==> src/rtl/irqv_pkg.sv <==
package irqv_pkg;
  localparam int PSW_NP_BIT = 7;
  localparam int PSW_EP_BIT = 6;
  localparam int PSW_ID_BIT = 5;

  typedef enum logic [2:0] {
    EV_NONE    = 3'd0,
    EV_RESET   = 3'd1,
    EV_RET_NMI = 3'd2,
    EV_RET_IRQ = 3'd3,
    EV_NMI     = 3'd4,
    EV_IRQ     = 3'd5
  } irqv_event_e;
endpackage

==> src/rtl/irqv_nmi_latch.sv <==
module irqv_nmi_latch (
  input  logic clk,
  input  logic rst_n,
  input  logic drop,
  input  logic nmi_in,
  input  logic hold,
  output logic take
);
  logic nmi_q;
  logic pend_q;
  logic rise;
  logic req;

  assign rise = nmi_in & ~nmi_q;
  assign req  = pend_q | rise;
  assign take = req & ~hold & ~drop;

  always_ff @(posedge clk or negedge rst_n) begin
    if (!rst_n) begin
      nmi_q  <= 1'b0;
      pend_q <= 1'b0;
    end else begin
      nmi_q  <= nmi_in;
      pend_q <= drop ? 1'b0 : (req & ~take);
    end
  end

  AST_NMI_PEND_KEPT: assert property (@(posedge clk) disable iff (!rst_n)
    (pend_q && hold && !drop) |=> pend_q);
  AST_NMI_PEND_DROP: assert property (@(posedge clk) disable iff (!rst_n)
    drop |=> !pend_q);
endmodule

==> src/rtl/irqv_irq_arb.sv <==
module irqv_irq_arb #(
  parameter int NUM_IRQ = 6,
  parameter int XLEN = 32,
  parameter logic [XLEN-1:0] VEC_BASE = 32'h80,
  parameter logic [XLEN-1:0] VEC_STEP = 32'h10
) (
  input  logic               clk,
  input  logic               rst_n,
  input  logic [NUM_IRQ-1:0] req,
  input  logic               enable,
  output logic               take,
  output logic [XLEN-1:0]    vec
);
  logic [NUM_IRQ-1:0] lower_any;
  logic [NUM_IRQ-1:0] grant;

  assign lower_any[0] = 1'b0;
  genvar gi;
  generate
    for (gi = 1; gi < NUM_IRQ; gi++) begin : g_chain
      assign lower_any[gi] = lower_any[gi-1] | req[gi-1];
    end
    for (gi = 0; gi < NUM_IRQ; gi++) begin : g_grant
      assign grant[gi] = enable & req[gi] & ~lower_any[gi];
    end
  endgenerate

  always_comb begin
    vec = '0;
    for (int i = 0; i < NUM_IRQ; i++) begin
      if (grant[i]) vec = vec | (VEC_BASE + VEC_STEP * XLEN'(i));
    end
  end

  assign take = |grant;

  AST_GRANT_SINGLE: assert property (@(posedge clk) disable iff (!rst_n)
    $onehot0(grant));
  AST_GRANT_NEEDS_EN: assert property (@(posedge clk) disable iff (!rst_n)
    !enable |-> !take);
endmodule

==> src/rtl/irqv_ctx_bank.sv <==
module irqv_ctx_bank #(
  parameter int XLEN = 32,
  parameter logic [XLEN/2-1:0] NMI_CODE = 16'h0010
) (
  input  logic              clk,
  input  logic              rst_n,
  input  logic              reset_ev,
  input  logic              nmi_take,
  input  logic              irq_take,
  input  logic [XLEN-1:0]   core_pc,
  input  logic [XLEN-1:0]   core_psw,
  input  logic [XLEN/2-1:0] irq_code,
  output logic [XLEN-1:0]   nmi_save_pc,
  output logic [XLEN-1:0]   nmi_save_psw,
  output logic [XLEN-1:0]   irq_save_pc,
  output logic [XLEN-1:0]   irq_save_psw,
  output logic [XLEN-1:0]   cause
);
  localparam int HALF = XLEN / 2;

  always_ff @(posedge clk or negedge rst_n) begin
    if (!rst_n) begin
      nmi_save_pc  <= '0;
      nmi_save_psw <= '0;
      irq_save_pc  <= '0;
      irq_save_psw <= '0;
      cause        <= '0;
    end else if (reset_ev) begin
      cause <= '0;
    end else if (nmi_take) begin
      nmi_save_pc  <= core_pc;
      nmi_save_psw <= core_psw;
      cause        <= {{HALF{1'b0}}, cause[HALF-1:0] | NMI_CODE};
    end else if (irq_take) begin
      irq_save_pc  <= core_pc;
      irq_save_psw <= core_psw;
      cause        <= {cause[XLEN-1:HALF], irq_code};
    end
  end

  AST_CAUSE_CLEARED: assert property (@(posedge clk) disable iff (!rst_n)
    reset_ev |=> cause == '0);
  AST_NMI_CAUSE_HALF: assert property (@(posedge clk) disable iff (!rst_n)
    (nmi_take && !reset_ev) |=> (cause[XLEN-1:HALF] == '0) && ((cause[HALF-1:0] & NMI_CODE) == NMI_CODE));
  AST_IRQ_SAVE: assert property (@(posedge clk) disable iff (!rst_n)
    (irq_take && !reset_ev && !nmi_take) |=> irq_save_pc == $past(core_pc));
endmodule

==> src/rtl/irq_vector_unit.sv <==
module irq_vector_unit
  import irqv_pkg::*;
#(
  parameter int XLEN = 32,
  parameter int NUM_IRQ = 6,
  parameter logic [XLEN-1:0] IRQ_VEC_BASE = 32'h80,
  parameter logic [XLEN-1:0] IRQ_VEC_STEP = 32'h10,
  parameter logic [XLEN-1:0] NMI_VEC = 32'h10,
  parameter logic [XLEN-1:0] RESET_PC = 32'h0,
  parameter logic [XLEN-1:0] RESET_PSW = 32'h20
) (
  input  logic               clk,
  input  logic               rst_n,
  input  logic               reset_req,
  input  logic               nmi_in,
  input  logic [NUM_IRQ-1:0] irq_in,
  input  logic [XLEN-1:0]    core_pc,
  input  logic [XLEN-1:0]    core_psw,
  input  logic               ret_nmi,
  input  logic               ret_irq,
  output logic               redir_valid,
  output logic [XLEN-1:0]    redir_pc,
  output logic [XLEN-1:0]    psw_next,
  output logic [XLEN-1:0]    nmi_save_pc,
  output logic [XLEN-1:0]    nmi_save_psw,
  output logic [XLEN-1:0]    irq_save_pc,
  output logic [XLEN-1:0]    irq_save_psw,
  output logic [XLEN-1:0]    cause
);
  localparam int HALF = XLEN / 2;
  localparam logic [XLEN-1:0] ONE  = {{(XLEN-1){1'b0}}, 1'b1};
  localparam logic [XLEN-1:0] NP_M = ONE << PSW_NP_BIT;
  localparam logic [XLEN-1:0] EP_M = ONE << PSW_EP_BIT;
  localparam logic [XLEN-1:0] ID_M = ONE << PSW_ID_BIT;
  localparam logic [HALF-1:0] NMI_CODE = NMI_VEC[HALF-1:0];

  logic        np_set, id_set;
  logic        ret_n_ev, ret_i_ev, above_irq_nmi;
  logic        nmi_take, irq_take, irq_enable;
  logic [XLEN-1:0] irq_vec;
  irqv_event_e ev;

  assign np_set        = (core_psw & NP_M) != '0;
  assign id_set        = (core_psw & ID_M) != '0;
  assign ret_n_ev      = ret_nmi & ~reset_req;
  assign ret_i_ev      = ret_irq & ~reset_req & ~ret_nmi;
  assign above_irq_nmi = reset_req | ret_nmi | ret_irq;

  irqv_nmi_latch u_nmi (
    .clk    (clk),
    .rst_n  (rst_n),
    .drop   (reset_req),
    .nmi_in (nmi_in),
    .hold   (np_set | ret_nmi | ret_irq),
    .take   (nmi_take)
  );

  assign irq_enable = ~np_set & ~id_set & ~above_irq_nmi & ~nmi_take;

  irqv_irq_arb #(
    .NUM_IRQ  (NUM_IRQ),
    .XLEN     (XLEN),
    .VEC_BASE (IRQ_VEC_BASE),
    .VEC_STEP (IRQ_VEC_STEP)
  ) u_arb (
    .clk    (clk),
    .rst_n  (rst_n),
    .req    (irq_in),
    .enable (irq_enable),
    .take   (irq_take),
    .vec    (irq_vec)
  );

  irqv_ctx_bank #(
    .XLEN     (XLEN),
    .NMI_CODE (NMI_CODE)
  ) u_ctx (
    .clk          (clk),
    .rst_n        (rst_n),
    .reset_ev     (reset_req),
    .nmi_take     (nmi_take),
    .irq_take     (irq_take),
    .core_pc      (core_pc),
    .core_psw     (core_psw),
    .irq_code     (irq_vec[HALF-1:0]),
    .nmi_save_pc  (nmi_save_pc),
    .nmi_save_psw (nmi_save_psw),
    .irq_save_pc  (irq_save_pc),
    .irq_save_psw (irq_save_psw),
    .cause        (cause)
  );

  always_comb begin
    if (reset_req)     ev = EV_RESET;
    else if (ret_n_ev) ev = EV_RET_NMI;
    else if (ret_i_ev) ev = EV_RET_IRQ;
    else if (nmi_take) ev = EV_NMI;
    else if (irq_take) ev = EV_IRQ;
    else               ev = EV_NONE;
  end

  always_ff @(posedge clk or negedge rst_n) begin
    if (!rst_n) begin
      redir_valid <= 1'b0;
      redir_pc    <= '0;
      psw_next    <= '0;
    end else begin
      redir_valid <= (ev != EV_NONE);
      case (ev)
        EV_RESET: begin
          redir_pc <= RESET_PC;
          psw_next <= RESET_PSW;
        end
        EV_RET_NMI: begin
          redir_pc <= nmi_save_pc;
          psw_next <= nmi_save_psw;
        end
        EV_RET_IRQ: begin
          redir_pc <= irq_save_pc;
          psw_next <= irq_save_psw;
        end
        EV_NMI: begin
          redir_pc <= NMI_VEC;
          psw_next <= (core_psw | NP_M | ID_M) & ~EP_M;
        end
        EV_IRQ: begin
          redir_pc <= irq_vec;
          psw_next <= (core_psw | ID_M) & ~EP_M;
        end
        default: begin
          redir_pc <= redir_pc;
          psw_next <= psw_next;
        end
      endcase
    end
  end

  AST_RESET_REDIRECT: assert property (@(posedge clk) disable iff (!rst_n)
    reset_req |=> redir_valid && redir_pc == RESET_PC && psw_next == RESET_PSW);
  AST_IRQ_MASKED: assert property (@(posedge clk) disable iff (!rst_n)
    ((np_set || id_set) && !above_irq_nmi && !nmi_take) |=> !redir_valid);
  AST_NMI_ENTRY: assert property (@(posedge clk) disable iff (!rst_n)
    (nmi_take && !above_irq_nmi) |=> redir_valid && redir_pc == NMI_VEC && (psw_next & NP_M) != '0);
  AST_NMI_OVER_IRQ: assert property (@(posedge clk) disable iff (!rst_n)
    nmi_take |-> !irq_take);
  AST_RET_IRQ_PATH: assert property (@(posedge clk) disable iff (!rst_n)
    (ret_irq && !ret_nmi && !reset_req) |=> redir_valid && redir_pc == $past(irq_save_pc));
  AST_STROBE_CAUSED: assert property (@(posedge clk) disable iff (!rst_n)
    (!reset_req && !ret_nmi && !ret_irq && !nmi_take && !irq_take) |=> !redir_valid);
endmodule

==> config.mk <==
export PLATFORM = sky130hd
export DESIGN_NAME = irq_vector_unit
export DESIGN_NICKNAME = d
export VERILOG_FILES = /design/src/rtl/irqv_pkg.sv /design/src/rtl/irqv_nmi_latch.sv /design/src/rtl/irqv_irq_arb.sv /design/src/rtl/irqv_ctx_bank.sv /design/src/rtl/irq_vector_unit.sv
export SDC_FILE = /design/constraint.sdc
export NUM_CORES = 1
export LEC_CHECK = 0
export BUFFER_PORTS_ARGS = -buffer_cell sky130_fd_sc_hd__buf_4
export CORE_UTILIZATION = 54
export DETAILED_ROUTE_END_ITERATION = 16
export GPL_TIMING_DRIVEN = 0
export PLACE_DENSITY = 0.84
export SLEW_MARGIN = 0
export SYNTH_ARGS = -nofsm -noshare
export SYNTH_HDL_FRONTEND = slang
export SYNTH_SLANG_ARGS = --single-unit
==> constraint.sdc <==
create_clock -name clk -period 3 [get_ports clk]
set_clock_uncertainty 0.1 [all_clocks]
set_input_delay 0 -clock clk [delete_from_list [all_inputs] [get_ports clk]]
set_output_delay 0 -clock clk [all_outputs]
set_load 0.005 [all_outputs]
Yosys cells after proc, flatten, opt, wreduce, memory -nomap -nowiden
Index checks and enable logic that the tools add are counted.
{"block": "word_totals", "ff_bits": 227, "input_bits": 76, "output_inout_bits": 225, "elab_cells": 87}
{"block": "op_classes", "n_mux": 17, "reduce_logical": 9, "bitwise_logic": 43, "eq_ne": 6}
{"operator": "$pmux W32 S5", "n": 2}
{"operator": "$mux W32", "n": 2}
{"operator": "$mux W8", "n": 6}
{"operator": "$and A1 B1 Y1", "n": 21}
{"operator": "$mux W16", "n": 1}
{"operator": "$mux W3", "n": 5}
{"operator": "$not A1 Y1", "n": 13}
{"operator": "$or A1 B1 Y1", "n": 9}
{"operator": "$eq A3 B2 Y1 const B", "n": 2}
{"operator": "$eq A3 B3 Y1 const B", "n": 2}
{"operator": "$reduce_bool A3 Y1", "n": 2}
{"operator": "$reduce_or A6 Y1", "n": 1}
{"operator": "$reduce_bool A5 Y1", "n": 1}
{"operator": "$reduce_and A2 Y1", "n": 2}
{"operator": "$reduce_bool A2 Y1", "n": 2}
{"operator": "$eq A3 B1 Y1 const B", "n": 1}
{"operator": "$reduce_and A3 Y1", "n": 1}
{"operator": "$ne A2 B2 Y1 const B", "n": 1}
{"operator": "$mux W1", "n": 1}

Longest topological paths before layout
{"block": "depth", "depth_word": 17, "depth_mapped": 7, "depth_no_buf": 4}

Modules after synthesis
A second synthesis with hierarchy kept.
{"block": "unflattened", "cells_unflattened": 779, "hier_area_um2": 9883.2}
{"module": "irqv_ctx_bank", "instances": 1, "seq_area_each_um2": 3603.5, "cells_each": 359, "area_per_inst_um2": 5869.4}
{"module": "irq_vector_unit", "instances": 1, "seq_area_each_um2": 1626.6, "cells_each": 372, "area_per_inst_um2": 3631.0}
{"module": "irqv_irq_arb", "instances": 1, "seq_area_each_um2": 0.0, "cells_each": 41, "area_per_inst_um2": 291.5}
{"module": "irqv_nmi_latch", "instances": 1, "seq_area_each_um2": 50.0, "cells_each": 7, "area_per_inst_um2": 91.3}

Worst setup path before layout
Ideal clock, no wire load.
{"block": "synth_path", "kind": "flip-flop to flip-flop", "startpoint": "register u_nmi.nmi_q", "endpoint": "register redir_pc[6]", "path_slack_ns": 1.215, "arrival_ns": 1.559, "path_stages_with_launch": 7, "period_less_slack_ns": 1.785, "path_cell_list": "dfrtp_1 -> nand2b_1 -> a21bo_2 -> and3_1 -> buf_4 -> buf_4 -> a221o_1"}
{"block": "synth_via", "elab_chain_cells": 17}
{"element": "start: declaration", "line": "irqv_nmi_latch.sv:9", "text": "logic nmi_q;"}
{"element": "start signal: assignment", "line": "irqv_nmi_latch.sv:23", "text": "nmi_q <= nmi_in;"}
{"element": "$not A1 Y1 *", "line": "irqv_nmi_latch.sv:14", "text": "assign rise = nmi_in & ~nmi_q;"}
{"element": "$and A1 B1 Y1 *", "line": "irqv_nmi_latch.sv:14"}
{"element": "$or A1 B1 Y1 *", "line": "irqv_nmi_latch.sv:15", "text": "assign req = pend_q | rise;"}
{"element": "$and A1 B1 Y1 * (2 in a row)", "line": "irqv_nmi_latch.sv:16", "text": "assign take = req & ~hold & ~drop;"}
{"element": "$not A1 Y1 (no source line)"}
{"element": "$and A1 B1 Y1", "line": "irq_vector_unit.sv:58", "text": "assign irq_enable = ~np_set & ~id_set & ~above_irq_nmi & ~nmi_take;"}
{"element": "$and A1 B1 Y1 (2 in a row)", "line": "irqv_irq_arb.sv:24", "text": "assign grant[gi] = enable & req[gi] & ~lower_any[gi];"}
{"element": "$reduce_or A6 Y1", "line": "irqv_irq_arb.sv:35", "text": "assign take = |grant;"}
{"element": "$mux W3", "line": "irq_vector_unit.sv:98", "text": "else if (irq_take) ev = EV_IRQ;"}
{"element": "$mux W3", "line": "irq_vector_unit.sv:97", "text": "else if (nmi_take) ev = EV_NMI;"}
{"element": "$mux W3", "line": "irq_vector_unit.sv:96", "text": "else if (ret_i_ev) ev = EV_RET_IRQ;"}
{"element": "$mux W3", "line": "irq_vector_unit.sv:95", "text": "else if (ret_n_ev) ev = EV_RET_NMI;"}
{"element": "$mux W3", "line": "irq_vector_unit.sv:94", "text": "if (reset_req) ev = EV_RESET;"}
{"element": "$eq A3 B3 Y1 (tied with other cells)", "line": "irq_vector_unit.sv:109", "text": "case (ev)"}
{"element": "$pmux W32 S5 / $reduce_bool A5 Y1 (equally long branches)"}
{"element": "end signal: assignment", "line": "irq_vector_unit.sv:115", "text": "redir_pc <= nmi_save_pc;"}
{"element": "end signal: assignment", "line": "irq_vector_unit.sv:119", "text": "redir_pc <= irq_save_pc;"}
{"element": "end signal: assignment", "line": "irq_vector_unit.sv:127", "text": "redir_pc <= irq_vec;"}
{"element": "end: declaration", "line": "irq_vector_unit.sv:22", "text": "output logic [XLEN-1:0] redir_pc,"}
Mark *: on every way between the ends. The rest lies on a longest branch, timed or not.
A chain may end at the register's enable or synchronous reset.

Final worst setup path
{"block": "layout_path", "startpoint": "input ret_nmi", "endpoint": "register u_ctx.irq_save_psw[23]"}
{"block": "layout_via", "elab_chain_cells": 11}
{"element": "start: declaration", "line": "irq_vector_unit.sv:19", "text": "input logic ret_nmi,"}
{"element": "$or A1 B1 Y1 (2 in a row)", "line": "irq_vector_unit.sv:54", "text": ".hold (np_set | ret_nmi | ret_irq),"}
{"element": "$not A1 Y1", "line": "irqv_nmi_latch.sv:16"}
{"element": "$and A1 B1 Y1 (2 in a row)", "line": "irqv_nmi_latch.sv:16"}
{"element": "$not A1 Y1 (no source line)"}
{"element": "$and A1 B1 Y1", "line": "irq_vector_unit.sv:58"}
{"element": "$and A1 B1 Y1 (2 in a row)", "line": "irqv_irq_arb.sv:24"}
{"element": "$reduce_or A6 Y1", "line": "irqv_irq_arb.sv:35"}
{"element": "$reduce_and A3 Y1 (no source line) *"}
{"element": "end signal: assignment", "line": "irqv_ctx_bank.sv:36", "text": "irq_save_psw <= core_psw;"}
{"element": "end: declaration", "line": "irqv_ctx_bank.sv:16", "text": "output logic [XLEN-1:0] irq_save_psw,"}
Marked as above.

==> impl_results.md <==
* Share of cells above drive strength 1 at 0.504
* Post-synth EDFFs at 0
* CP cell instances: dlygate4sd3_1 -> buf_4 -> buf_2 -> nor4_4 -> dlygate4sd3_1 -> o21ai_4 -> nor3_2 -> buf_6 -> buf_6 -> mux2_4
* Reg2reg start: u_nmi.nmi_q$_DFF_PN0_
* Final Hold Viols at 0
* Min Hold Slack at 0.0489 ns
* Synthesis-to-finish area growth at 45.0%
* Std cell rows at 45
* Die X at approximately 130 um
* Pwr Total at between 8 and 9 mW
* Clock Path Buffers at 2
* CTS Hold Buffers Added at 78
* CP Launch Point: ret_nmi
* Worst EP required at 3.20 ns
* Top-area cell type share of the netlist area at 0.593
* CP bufs+invs at 6
* Worst-Skew Late Latency at 0.43 ns
* Setup bufs post-CTS at 0
* Starting Density at 0.552
* # setup viols final at 0
* Final Max Slew Viols at 0
* Status: finished, final reports clean
* Instance count of the mapped netlist at between 500 and 600
* Count of state elements after synthesis at roughly 200
* Filler cells at approximately 840
* HPWL Detailed at about 16000 um
* GRT Total Usage at 0.315
* Area of the die at around 16000 um^2
* Tightest Pin Transition at between 0.6 and 0.7 ns
* Max-Cap Viols at 0
* Largest net degree at the start of global routing at roughly 110
* Maximum VDD drop at between 0.4 and 0.5 mV
* CP max-delay cell: dlygate4sd3_1
* Area leader, netlist: dfrtp_1
* Sequential cell area fraction in the yosys report at 0.593
* Core area at around 15000 um^2
* Unrepaired setup endpoints after global routing: false
* Crit path kind: in -> reg
* Vias in the first global route at ~7000
* Slew HR at 0.552
* CTS Buf Count at 17
* FFs w/ async S/R, synth at 1.00
* Arrival time worst endpoint at 3.07 ns
* Setup_tns at 0 ns
* Largest cells by area after synthesis: dfrtp_1 (59%), mux2_2 (12%), mux2_4 (6.4%)
* Count leader, synth: dfrtp_1
* Syn Area/Cell at 14.9 um^2
* Clk slew on worst S/H paths at ~0.07 ns
* 1st-pass router iterations at 5
* H-tree lvl count at 4
* Min Tclk post-route at between 2 and 3 ns
* Initial antenna violation count at 0
* Critical path's top delay family: buffers and inverters
* CTS tree: done
* First-pass GRT wire length at 38500 um
* LEAKAGE at between 6 and 7 nW
* CP max stage delay at ~0.72 ns
* Placer congestion estimate at 0.832
* Post-synthesis cell area at 8390 um^2
* Crit. End Element: flip-flop
* YS warnings at 0
* Critical Path Start Type: input port
* Clk root buf: clkbuf_16
* Maximum clock frequency at between 300 and 400 MHz
* Via density per instance at about 5.6
* Detailed Route Iter0 Violations at roughly 350
* Port buffer count at roughly 270
* Crit Path Max Fanout at 10
* Synth Flop Type: dfrtp_1
* Synth cell count leaders: dfrtp_1 (199), mux2_2 (90), a22o_1 (61)
* NumNets Final at roughly 1000
* Wire per inst at 21.4 um
* Pwr Density at roughly 660 nW/um^2
* Min-Delay Path Class: in -> async
* I/O pins at ~300
* Vias at 6536
* DRT antenna net count at 0
* Worst reg2reg path depth at 5
* Routed wire length at around 25000 um
* Synth cell types at 39
* Final worst-path cycle share at 0.956
* DRC Markers at 0
* Post-CTS sizing at 0
* Die height at approximately 130 um
* Diode count at 0
* Crit path depth at 10
* Clock tree sinks at approximately 200
* Grt ovf at 0
* Slack of the worst reg-to-reg path at ~0.82 ns
==> cell families after synthesis <==
kind of cell           synth area share
other                          0.000447
flip-flops                        0.593
buffers and inverters            0.0534
multiplexers                      0.186
AND/OR/NAND/NOR                  0.0228
AO/OA/AOI/OAI                     0.144
==> placed cells by master (no fill, tap or decap), types with 3 or more instances in the layout <==
cell,instances
a21o_1,30
nor2b_1,6
mux2_2,90
dlygate4sd3_1,78
buf_2,16
clkbuf_16,17
a221o_1,32
clkbuf_1,15
dfrtp_1,199
a22o_1,61
nand3_1,3
nor3_1,3
buf_6,6
conb_1,28
clkinv_4,4
inv_1,4
buf_4,303
nor2_1,3
mux2_4,36
==> final cells by class <==
| cell class | instances | area [um^2] | share of cell area |
|---|---|---|---|
| Buffer | 66 | 433 | 0.0356 |
| Sequential cell | 199 | 4980 | 0.409 |
| Clock buffer | 22 | 464 | 0.0381 |
| Inverter | 4 | 15.0 | 0.00123 |
| Tap cell | 188 | 235 | 0.0193 |
| Multi-Input combinational cell | 322 | 3070 | 0.252 |
| Clock inverter | 10 | 121 | 0.00997 |
| Timing Repair Buffer | 351 | 2860 | 0.235 |
==> power by group <==
group	internal [mW]	switching (mW)
logic	1.35	0.729
registers	3.23	0.484
clock network	1.28	1.01
==> metal layers <==
| layer | vias to the layer above | track usage | share of wire |
|---|---|---|---|
| met5 | - | 0 | 0 |
| met4 | 0 | 0.123 | 0.026 |
| met3 | 49 | 0.0827 | 0.072 |
| met2 | 322 | 0.550 | 0.51 |
| met1 | 3317 | 0.375 | 0.39 |
| li1 | 2848 | - | - |
==> worst paths after layout <==
| kind | to |
|---|---|
| worst max-delay path | u_ctx.irq_save_psw[23]$_DFFE_PN0P_ |
| worst min register to register | redir_pc[27]$_DFFE_PN0P_ |
| max in group asynchronous | u_ctx.irq_save_psw[26]$_DFFE_PN0P_ |
| worst min-delay path | u_ctx.nmi_save_pc[23]$_DFFE_PN0P_ |
| worst max register to register | u_ctx.nmi_save_psw[2]$_DFFE_PN0P_ |
| min in group clk | redir_pc[6]$_DFFE_PN0P_ |
==> sequential cells by signal (all words and copies together) (netlist names) <==
| register | flops |
|---|---|
| u_nmi.nmi_q | 1 |
| redir_pc | 32 |
| u_nmi.pend_q | 1 |
| u_ctx.nmi_save_psw | 32 |
| u_ctx.cause | 4 |
| u_ctx.irq_save_psw | 32 |
| psw_next | 32 |
| u_ctx.nmi_save_pc | 32 |
| u_ctx.irq_save_pc | 32 |
| redir_valid | 1 |
==> per-stage QoR <==
step,std cells,setup WS (ns),utilization,cell area (um^2)
after floorplan,591,1.22,-,8490
after global placement,1051,0.643,0.709,10800
after detailed placement,1052,0.797,0.711,10800
after CTS,1162,0.213,0.801,12200
after global routing,1162,0.0691,0.801,12200
final,1162,0.132,0.801,12200
(Power assumes the default switching activity.)
